File: src/rtl/ctr_timer16.sv
module ctr_timer16 #(
  parameter int BW = 8,
  parameter int AW = 3
) (
  input  logic          clk,
  input  logic          rst_n,
  input  logic [AW-1:0] bus_addr,
  input  logic          bus_wr,
  input  logic          bus_rd,
  input  logic [BW-1:0] bus_wdata,
  output logic [BW-1:0] bus_rdata,
  input  logic          ext_cnt,
  input  logic          ext_trig,
  input  logic          ext_gate,
  output logic          tmr_out,
  output logic          eoc_irq
);
  localparam int CW = 2 * BW;
  localparam logic [AW-1:0] A_MODE = 0, A_CMD = 1, A_CNTH = 2, A_CNTL = 3, A_TCH = 4, A_TCL = 5;

  logic [BW-1:0] mode;
  logic [CW-1:0] cnt, tc, frz;
  logic gcb, tcb, cip, frozen, wave, ext_cnt_q, ext_trig_q;

  wire wr_cmd   = bus_wr && bus_addr == A_CMD;
  wire sw_trig  = wr_cmd && bus_wdata[1] && !tcb;
  wire hw_trig  = mode[4] && ext_trig && !ext_trig_q;
  wire trig_acc = (sw_trig || hw_trig) && (!cip || mode[2]);
  wire gate_ok  = gcb && (!mode[3] || ext_gate);
  wire tick     = mode[5] ? (ext_cnt && !ext_cnt_q) : 1'b1;
  wire step     = cip && gate_ok && tick && !trig_acc;
  wire tc_ev    = step && cnt == CW'(1);
  wire [CW-1:0] cnt_v = frozen ? frz : cnt;

  always_ff @(posedge clk) begin
    if (!rst_n) begin
      mode <= '0; cnt <= '0; tc <= '0; frz <= '0;
      gcb <= 1'b0; tcb <= 1'b0; cip <= 1'b0; frozen <= 1'b0;
      wave <= 1'b0; eoc_irq <= 1'b0; ext_cnt_q <= 1'b0; ext_trig_q <= 1'b0;
    end else begin
      ext_cnt_q  <= ext_cnt;
      ext_trig_q <= ext_trig;
      eoc_irq    <= tc_ev;
      if (bus_wr && bus_addr == A_MODE) mode <= bus_wdata;
      if (bus_wr && bus_addr == A_TCH) tc[CW-1:BW] <= bus_wdata;
      if (bus_wr && bus_addr == A_TCL) tc[BW-1:0] <= bus_wdata;
      if (wr_cmd) begin
        gcb <= bus_wdata[2];
        tcb <= bus_wdata[1];
      end

      if (trig_acc) begin
        cnt <= tc;
        cip <= 1'b1;
      end else if (tc_ev) begin
        if (mode[7]) cnt <= tc;
        else begin
          cnt <= '0;
          cip <= 1'b0;
        end
      end else if (step) begin
        cnt <= cnt - CW'(1);
      end

      if (wr_cmd && bus_wdata[3] && !frozen) begin
        frozen <= 1'b1;
        frz    <= cnt;
      end else if (bus_rd && bus_addr == A_CNTL) begin
        frozen <= 1'b0;
      end

      if (trig_acc) wave <= 1'b0;
      else begin
        case (mode[1:0])
          2'd0: if (tc_ev) wave <= 1'b1; else if (tick) wave <= 1'b0;
          2'd1: if (tc_ev) wave <= 1'b1;
          2'd2: if (tc_ev) wave <= !wave;
          default: wave <= 1'b0;
        endcase
      end
    end
  end

  assign tmr_out = mode[6] && wave;

  always_comb begin
    case (bus_addr)
      A_MODE:  bus_rdata = mode;
      A_CMD:   bus_rdata = {{(BW-4){1'b0}}, frozen, gcb, tcb, cip};
      A_CNTH:  bus_rdata = cnt_v[CW-1:BW];
      A_CNTL:  bus_rdata = cnt_v[BW-1:0];
      A_TCH:   bus_rdata = tc[CW-1:BW];
      A_TCL:   bus_rdata = tc[BW-1:0];
      default: bus_rdata = '0;
    endcase
  end
endmodule

File: config.mk
export PLATFORM = sky130hd
export DESIGN_NAME = ctr_timer16
export DESIGN_NICKNAME = d
export VERILOG_FILES = /design/src/rtl/ctr_timer16.sv
export SDC_FILE = /design/constraint.sdc
export NUM_CORES = 1
export LEC_CHECK = 0
export ABC_AREA = 1
export ABC_CLOCK_PERIOD_IN_PS = 4600
export BUFFER_PORTS_ARGS = -buffer_cell sky130_fd_sc_hd__buf_2
export CAP_MARGIN = 20
export CORE_MARGIN = 2
export CORE_UTILIZATION = 55
export CTS_CLUSTER_DIAMETER = 50
export CTS_CLUSTER_SIZE = 8
export DETAILED_ROUTE_END_ITERATION = 10
export HOLD_SLACK_MARGIN = 0.03
export PLACE_DENSITY = 0.73
export SLEW_MARGIN = 20
export SYNTH_ARGS = -nofsm -noshare
export SYNTH_HDL_FRONTEND = slang
export SYNTH_SLANG_ARGS = --single-unit
File: constraint.sdc
create_clock -name clk -period 4.6 [get_ports clk]
set_clock_uncertainty 0.15 [all_clocks]
set_input_delay 0.23 -clock clk [delete_from_list [all_inputs] [get_ports clk]]
set_output_delay 0.23 -clock clk [all_outputs]
set_load 0.02 [all_outputs]
==> results of run 1 <==
-- placed cells by master, fill, tap and decap left out, types with 4 or more instances in the layout --
cell type and n:
nand2_1 75, o21ai_0 72, dfxtp_1 64, a21oi_1 62, nor2_1 58, inv_1 52
buf_2 27, nand3_1 25, o22ai_1 13, clkbuf_8 10, inv_2 9, o211ai_1 8
xor2_1 8, o22ai_2 7, nand2_2 4, nor2_2 4
-- cell families after synthesis --
kind of cell,share of synthesized area
and+or+nand+nor,0.2183
xor gates and xnor gates,0.02014
DFF,0.3683
adders and majority gates,0.007193
buffers and inverters,0.1061
AOI/OAI and AO/OA,0.2799
-- synth_stat cells (7+ instances only) --
master / instances
o22ai_1: 13
xor2_1: 8
o22ai_2: 7
nand3_1: 25
nor2_1: 58
inv_1: 52
clkbuf_1: 11
dfxtp_1: 64
inv_2: 9
o21ai_0: 72
o211ai_1: 8
a21oi_1: 62
nand2_1: 75
-- worst max-delay path, delay by kind of cell, from the launching register on --
kind / cells / cell delay, ns
compound gates: 4 / 0.59
flops: 1 / 0.76
buf+inv: 2 / 0.60
-- routing by layer --
metal	up-vias	GRT usage
li1	1738	-
met2	183	0.4692
met3	20	0.06133
met1	1660	0.4126
met4	0	0.1041
met5	-	0
-- sequential cells by signal, indices dropped and copies added, names as in the netlist --
name and count:
wave 1, ext_cnt_q 1, frozen 1, gcb 1
tcb 1, frz 16, ext_trig_q 1, cnt 16
eoc_irq 1, cip 1, tc 16, mode 8
-- power by group --
part,leakage [nW],switching [mW],internal (mW)
Clock,0.0926,0.236,0.212
Sequential,0.519,0.00998,0.568
Combinational,0.973,0.0750,0.0337
Total,1.58,0.321,0.814
-- cell type report --
| cell class | instances | area, um^2 |
|---|---|---|
| multi-input combinational | 359 | 1828 |
| timing repair buffer | 30 | 165.2 |
| fill | 597 | 2243 |
| clock buffer | 10 | 137.6 |
| sequential | 64 | 1281 |
| clock inverter | 6 | 43.79 |
| tap | 75 | 93.84 |
| inverter | 62 | 232.7 |
-- how the worst max path moves through the flow --
| stage | from | endpoint | slack (ns) | cells past startpoint |
|---|---|---|---|---|
| 2_1_floorplan | cnt[1] | cnt[0] | 2.89 | 12 |
| 3_3_place_gp | frozen | bus_rdata[5] | 2.33 | 6 |
| 3_5_place_dp | cnt[1] | cnt[12] | 2.27 | 13 |
| 4_1_cts | frozen | bus_rdata[5] | 1.93 | 6 |
| 5_1_grt | frozen | bus_rdata[5] | 1.71 | 6 |
| 6_report | frozen | bus_rdata[5] | 1.91 | 6 |
-- through the flow --
step | area, um^2 | power, mW | hold slack, ns | cells
2_1_floorplan | 3478 | 0.6609 | 0.1735 | 508
3_3_place_gp | 3571 | 0.6925 | 0.2760 | 587
3_5_place_dp | 3571 | 0.6949 | 0.2828 | 587
4_1_cts | 3782 | 1.132 | 0.04404 | 606
5_1_grt | 3782 | 1.174 | 0.05270 | 606
6_report | 3782 | 1.135 | 0.05046 | 606
-- repair_timing --
item / in CTS / in global routing
resized for setup: 0 / 0
setup endpoints to repair: 0 / 0
endpoints found under the hold margin: 3 / 0
hold buffers: 3 / 0
==> results by group, run 1 <==
Worst setup path
  – Largest stage delay, worst path: 0.76 ns
  – WP data required: 4.22 ns
  – Crit path top cell by count: o211ai_1
  – Critical path class: reg2out
  – Crit-path slowest cell: dfxtp_1
  – CP Max Fanout: 27
  – Startpoint types: register
  – Cells on worst reg2reg path: 13
  – Crit path arrival time: ~2.3 ns
  – R2R setup slack: around 2.1 ns
  – Crit-path cells: clkinv_1 > o211ai_1 > o21ai_0 > a21oi_1 > o211ai_1 > buf_2
  – Reg2reg start: cnt[1]
  – CP endpoint kind: output pin
  – RR Endpoint: cnt[12]

Floorplan
  – Cell Rows: 28
  – Die span in y: approximately 84 um
  – Die width: approximately 84 um
  – Die ar.: about 7000 um^2
  – Initial Utilization: 0.5772
  – I/O pin total: 28
  – Total core area: about 6000 um^2

Layout
  – Final antenna diode count: 0
  – Finished Core Util: 0.6277
  – Final #Nets: about 550
  – Syn-to-layout area delta: 8.741%
  – Share of cells above drive strength 1: 0.1337

Global routing
  – Global-route wire length before repair: ~16000 um
  – Number of global-route vias before repair: roughly 3200
  – Gr usage total: 0.2997
  – Maximum number of pins on one net before global-route repair: 45
  – Initial antenna violation count: 0
  – GR Overflow Total: 0

Yosys
  – Post-synth cell types: 31
  – Synthesized instance count: between 500 and 600
  – Synth async-reset ratio: 0
  – Synth Flop Type: dfxtp_1
  – Syn_area_per_cell: around 6.8 um^2
  – Sequential area share after synthesis: 0.3683
  – Area share of the largest cell type after synthesis: 0.3683
  – Synth Warn #: 0
  – Synth Net Count: about 530
  – Number of synthesized register bits: 64
  – Synth Cell Area: 3478 um^2
  – Cell accounting for the most synthesized area: dfxtp_1
  – Top area cells in the synthesized netlist: dfxtp_1 (37%), o21ai_0 (10%), a21oi_1 (8.9%), nand2_1 (8.1%), nor2_1 (6.3%)
  – Post-synth EDFFs: 0

Timing
  – Max transition margin: 0.3740
  – Fmax: around 0.37 GHz
  – Slew @ Worst Pin: 0.9318 ns
  – Setup TNS: 0 ns
  – # setup viols final: 0
  – Final Max Slew Viols: 0
  – Crit share post-route: 0.5851
  – Min Tclk post-route: roughly 2.7 ns
  – Worst setup margin: around 1.9 ns
  – Unrepaired setup endpoints after global routing: no
  – Fin. Hold Viols: 0

Route
  – Met3 Routed Length: between 800 and 900 um
  – Routed length on met2: about 4600 um
  – Starting DRT DRC Count: 326
  – Top sig layer: met4
  – Via density: between 5 and 6
  – Avg WL per Cell: roughly 17 um
  – DRC Markers: 0
  – Post-route ant nets: 0
  – Via count: ~3600
  – Final WL: 10220 um
  – WL met1: 4465 um
  – Pre-Repair DR Iteration Count: 5

Min path
  – HP Start: bus_wdata[1]
  – Worst Hold End: tcb
  – WHS Path Cells: 3
  – Hold/Removal Path Class: in2reg

Power
  – VDD IR-drop max: ~0.18 mV
  – Leak: about 1.6 nW
  – Pwr Density: 300.0 nW/um^2

Placement
  – Dpl ws: about 2.3 ns
  – IO Port Bufs: 27
  – GPL Wtd Cong: a little under 1
  – DPL Wire Length: 7232 um

Clocking
  – H-Tree Depth: 3
  – Clk slew on worst S/H paths: ~0.080 ns
  – CTS Buffer Depth: 2
  – TritonCTS Buffers: 9
  – CTS root buffer: clkbuf_8
  – Sink Count: 64
  – Postcts setup bufs: 0
  – Worst-Skew Late Latency: between 0.3 and 0.4 ns
  – CTS tree: built

Job
  – Max-cap viol count: 0

Outcome
  – Status: completed
Power figures use the tool's default switching activity.
==> run 2, diff against run 1 <==
==> config.mk (replaced) <==
export PLATFORM = sky130hd
export DESIGN_NAME = ctr_timer16
export DESIGN_NICKNAME = d
export VERILOG_FILES = /design/src/rtl/ctr_timer16.sv
export SDC_FILE = /design/constraint.sdc
export NUM_CORES = 1
export LEC_CHECK = 0
export ABC_AREA = 0
export ABC_CLOCK_PERIOD_IN_PS = 2450
export BUFFER_PORTS_ARGS = -buffer_cell sky130_fd_sc_hd__buf_2
export CAP_MARGIN = 20
export CORE_MARGIN = 2
export CORE_UTILIZATION = 54
export CTS_CLUSTER_DIAMETER = 50
export CTS_CLUSTER_SIZE = 8
export DETAILED_ROUTE_END_ITERATION = 10
export HOLD_SLACK_MARGIN = 0.03
export PLACE_DENSITY = 0.75
export SLEW_MARGIN = 20
export SYNTH_ARGS = -nofsm -noshare
export SYNTH_HDL_FRONTEND = slang
export SYNTH_SLANG_ARGS = --single-unit
==> constraint.sdc (replaced) <==
create_clock -name clk -period 2.45 [get_ports clk]
set_clock_uncertainty 0.15 [all_clocks]
set_input_delay 0.1225 -clock clk [delete_from_list [all_inputs] [get_ports clk]]
set_output_delay 0.1225 -clock clk [all_outputs]
set_load 0.02 [all_outputs]
==> run 2 against run 1 <==
Effect of this change: global-route usage is 1.8 points higher; area after synthesis shrank 1.8%; routed wire length up 5.8%; register-to-register slack got worse by 2.0 ns; die area about the same; combinational power increased by 100%; sequential cell count unchanged; power is 120% higher; highest routed layer unchanged; utilization up 5.1 points; via count increased by 0.86%; sequential power grew 87%; hold slack better by 0.029 ns.
==> results by group, run 2 <==
Power
  – VDD IR-drop max: 0.4548 mV (was 0.1820 mV)
  – Pint: 1.860 mW (was 0.8135 mW)
  – Total power: 2.476 mW (was 1.135 mW)
  – Switching part of the total power: 0.2488 (was 0.2829)
  – Clock share of power: 0.476 (was 0.395)
  – Combinational share of power: 0.089 (was 0.096)
  – Leak: 1.530 nW (was 1.584 nW)
  – Pwr Density: 605.3 nW/um^2 (was 300.0 nW/um^2)
  – Sw Pwr: 0.6161 mW (was 0.3210 mW)
  – Seq pwr share: 0.435 (was 0.509)

Floorplan
  – Total core area: 6026 um^2 (unchanged)
  – Die span in y: 83.55 um (was 83.53 um)
  – Die width: 83.55 um (was 83.53 um)
  – I/O pin total: 28 (unchanged)
  – Cell Rows: 28 (unchanged)
  – Initial Utilization: 0.5671 (was 0.5772)
  – Die ar.: 6980 um^2 (was 6976 um^2)

Clocking
  – Worst-Skew Late Latency: 0.37 ns (was 0.35 ns)
  – TritonCTS Buffers: 9 (unchanged)
  – CTS root buffer: clkbuf_8 (unchanged)
  – CTS Buffer Depth: 2 (unchanged)
  – H-Tree Depth: 3 (unchanged)
  – CTS tree: built (unchanged)
  – Sink Count: 64 (unchanged)
  – Clk slew on worst S/H paths: 0.07 ns (was 0.08 ns)

Worst setup path
  – CP endpoint kind: register (was output pin)
  – Critical path class: reg2reg (was reg2out)
  – WP data required: 2.53 ns (was 4.22 ns)
  – Startpoint types: register (unchanged)
  – Crit path arrival time: 2.40 ns (was 2.31 ns)
  – CP Max Fanout: 11 (was 27)

Yosys
  – Cell accounting for the most synthesized area: dfxtp_1 (unchanged)
  – Syn_area_per_cell: 7.526 um^2 (was 6.847 um^2)
  – Number of synthesized register bits: 64 (unchanged)
  – Synthesized instance count: 454 (was 508)
  – Sequential area share after synthesis: 0.3750 (was 0.3683)
  – Most frequent cells after synthesis: nand2_1 (117), a21oi_1 (67), dfxtp_1 (64) (was nand2_1 (75), o21ai_0 (72), dfxtp_1 (64))
  – Synth Flop Type: dfxtp_1 (unchanged)
  – Most numerous cell in the Yosys netlist: nand2_1 (unchanged)
  – Post-synth cell types: 55 (was 31)
  – Synth Net Count: 474 (was 528)
  – Area share of the largest cell type after synthesis: 0.3750 (was 0.3683)
  – Top area cells in the synthesized netlist: dfxtp_1 (37%), nand2_1 (13%), a21oi_1 (9.8%), mux2i_1 (4.7%), clkbuf_1 (2.6%) (was dfxtp_1 (37%), o21ai_0 (10%), a21oi_1 (8.9%), nand2_1 (8.1%), nor2_1 (6.3%))
  – Synth Cell Area: 3417 um^2 (was 3478 um^2)
  – Post-synth EDFFs: 0 (unchanged)
  – Synth async-reset ratio: 0 (unchanged)
  – Synth Warn #: 0 (unchanged)

Layout
  – Final #Nets: 518 (was 546)
  – Commonest non-fill, non-tap cell in the layout: nand2_1 (unchanged)
  – Most frequent cells in the layout: nand2_1 (117), a21oi_1 (67), dfxtp_1 (64) (was nand2_1 (75), o21ai_0 (72), dfxtp_1 (64))
  – Seq. cell area: 1281 um^2 (unchanged)
  – Multi-input gate area: 1926 um^2 (was 1828 um^2)
  – Top Registers: cnt x16, frz x16, tc x16 (unchanged)
  – Layout fillers: 528 (was 597)
  – Syn-to-layout area delta: 19.70% (was 8.741%)
  – Share of cells above drive strength 1: 0.1511 (was 0.1337)
  – Final antenna diode count: 0 (unchanged)

Route
  – Avg WL per Cell: 18.70 um (was 16.87 um)
  – Via density: 6.284 (was 5.942)
  – Post-route ant nets: 0 (unchanged)
  – Pre-Repair DR Iteration Count: 5 (unchanged)
  – Starting DRT DRC Count: 387 (was 326)
  – Via count: 3632 (was 3601)
  – DRC Markers: 0 (unchanged)
  – Final WL: 10810 um (was 10220 um)

Timing
  – Crit share post-route: 0.9456
  – Unrepaired setup endpoints after global routing: no (unchanged)
  – Min Tclk post-route: between 2 and 2.5 ns
  – Fmax: between 0.4 and 0.5 GHz
  – Slew @ Worst Pin: 0.6184 ns (was 0.9318 ns)
  – Fin. Hold Viols: 0 (unchanged)
  – Setup TNS: 0 ns (unchanged)
  – # setup viols final: 0 (unchanged)
  – Max transition margin: 0.5876 (was 0.3740)
  – Final Max Slew Viols: 0 (unchanged)

Placement
  – DPL Wire Length: 7454 um (was 7232 um)
  – GPL Wtd Cong: 0.9708 (was 0.9671)
  – IO Port Bufs: 27 (unchanged)

Global routing
  – Number of global-route vias before repair: 3380 (was 3239)
  – Maximum number of pins on one net before global-route repair: 39 (was 45)
  – Initial antenna violation count: 0 (unchanged)
  – GR Overflow Total: 0 (unchanged)
  – Global-route wire length before repair: 17530 um (was 16480 um)
  – Gr usage total: 0.3174 (was 0.2997)

Job
  – Max-cap viol count: 0 (unchanged)

Min path
  – Hold/Removal Path Class: in2reg (unchanged)

Outcome
  – Status: completed (unchanged)
run 2: changes by cell type after synthesis, moves of 9 or more:
| cell | previous run | this run |
|---|---|---|
| o22ai_1 | 13 | 4 |
| inv_1 | 52 | 7 |
| nand2_1 | 75 | 117 |
| clkbuf_1 | 11 | 24 |
| nor2_1 | 58 | 23 |
| o21ai_0 | 72 | 13 |
| mux2i_1 | 0 | 16 |
| inv_2 | 9 | 0 |
| nand3_1 | 25 | 16 |
run 2: repair_timing:
item,in CTS,in global routing
gates resized for setup,0,1
buffers inserted,0,1
hold endpoints to repair,29,0
setup endpoints to repair,0,5
hold buffers,12,0
run 2: worst max-delay path, cell delays in order (launching register included):
cell and delay, ns:
dfxtp_1 0.32, or4_4 0.56, nor4b_4 0.29, buf_4 0.20, and2_4 0.23, nor2_1 0.06
a311oi_1 0.26, o32ai_1 0.12
run 2: cell families after synthesis:
kind of cell             synth area share
AO/OA/AOI/OAI                      0.2300
XOR/XNOR                          0.01538
adder cells (fa/ha/maj)          0.007322
buffers and inverters             0.06152
flip-flops                         0.3750
multiplexers                      0.04687
AND/OR/NAND/NOR                    0.2640
run 2: power by group through the flow:
stage | logic (mW) | clock network [mW] | registers [mW]
2_1_floorplan | 0.125 | 0 | 1.09
3_3_place_gp | 0.193 | 0 | 1.10
3_5_place_dp | 0.196 | 0 | 1.10
4_1_cts | 0.212 | 1.17 | 1.08
5_1_grt | 0.239 | 1.22 | 1.08
6_report | 0.222 | 1.18 | 1.08
run 2: final cells by class:
cell class              instances  area share
clock buffers                  10     0.03365
clock inverters                 6     0.02814
inverters                       7    0.006424
multi-input cells             348      0.4708
flip-flops and latches         64      0.3132
well taps                      75     0.02294
repair buffers                 68      0.1248
run 2: path summary, 6_finish.rpt:
kind | start | to | slack (ns) | cells after the start
max | cnt[2] | cnt[1] | 0.13 | 7
min | rst_n | cnt[15] | 0.08 | 3
max reg2reg | cnt[2] | cnt[1] | 0.13 | 7
min reg2reg | frz[2] | frz[2] | 0.31 | 2
run 2: metal layers:
metal	wire length (um)	GRT usage
met1	4498	0.4148
met2	4930	0.4956
met3	908	0.08210
met4	471	0.1393
met5	0	0
run 2: stage by stage:
stage | util | hold slack [ns] | cell area, um^2 | cells | setup slack, ns
2_1_floorplan | - | 0.09421 | 3417 | 454 | 0.1214
3_3_place_gp | 0.6157 | 0.1919 | 3710 | 549 | 0.2124
3_5_place_dp | 0.6157 | 0.1955 | 3710 | 549 | 0.1461
4_1_cts | 0.6775 | 0.07281 | 4083 | 577 | 0.1359
5_1_grt | 0.6788 | 0.07907 | 4090 | 578 | 0.02440
6_report | 0.6788 | 0.07916 | 4090 | 578 | 0.1334
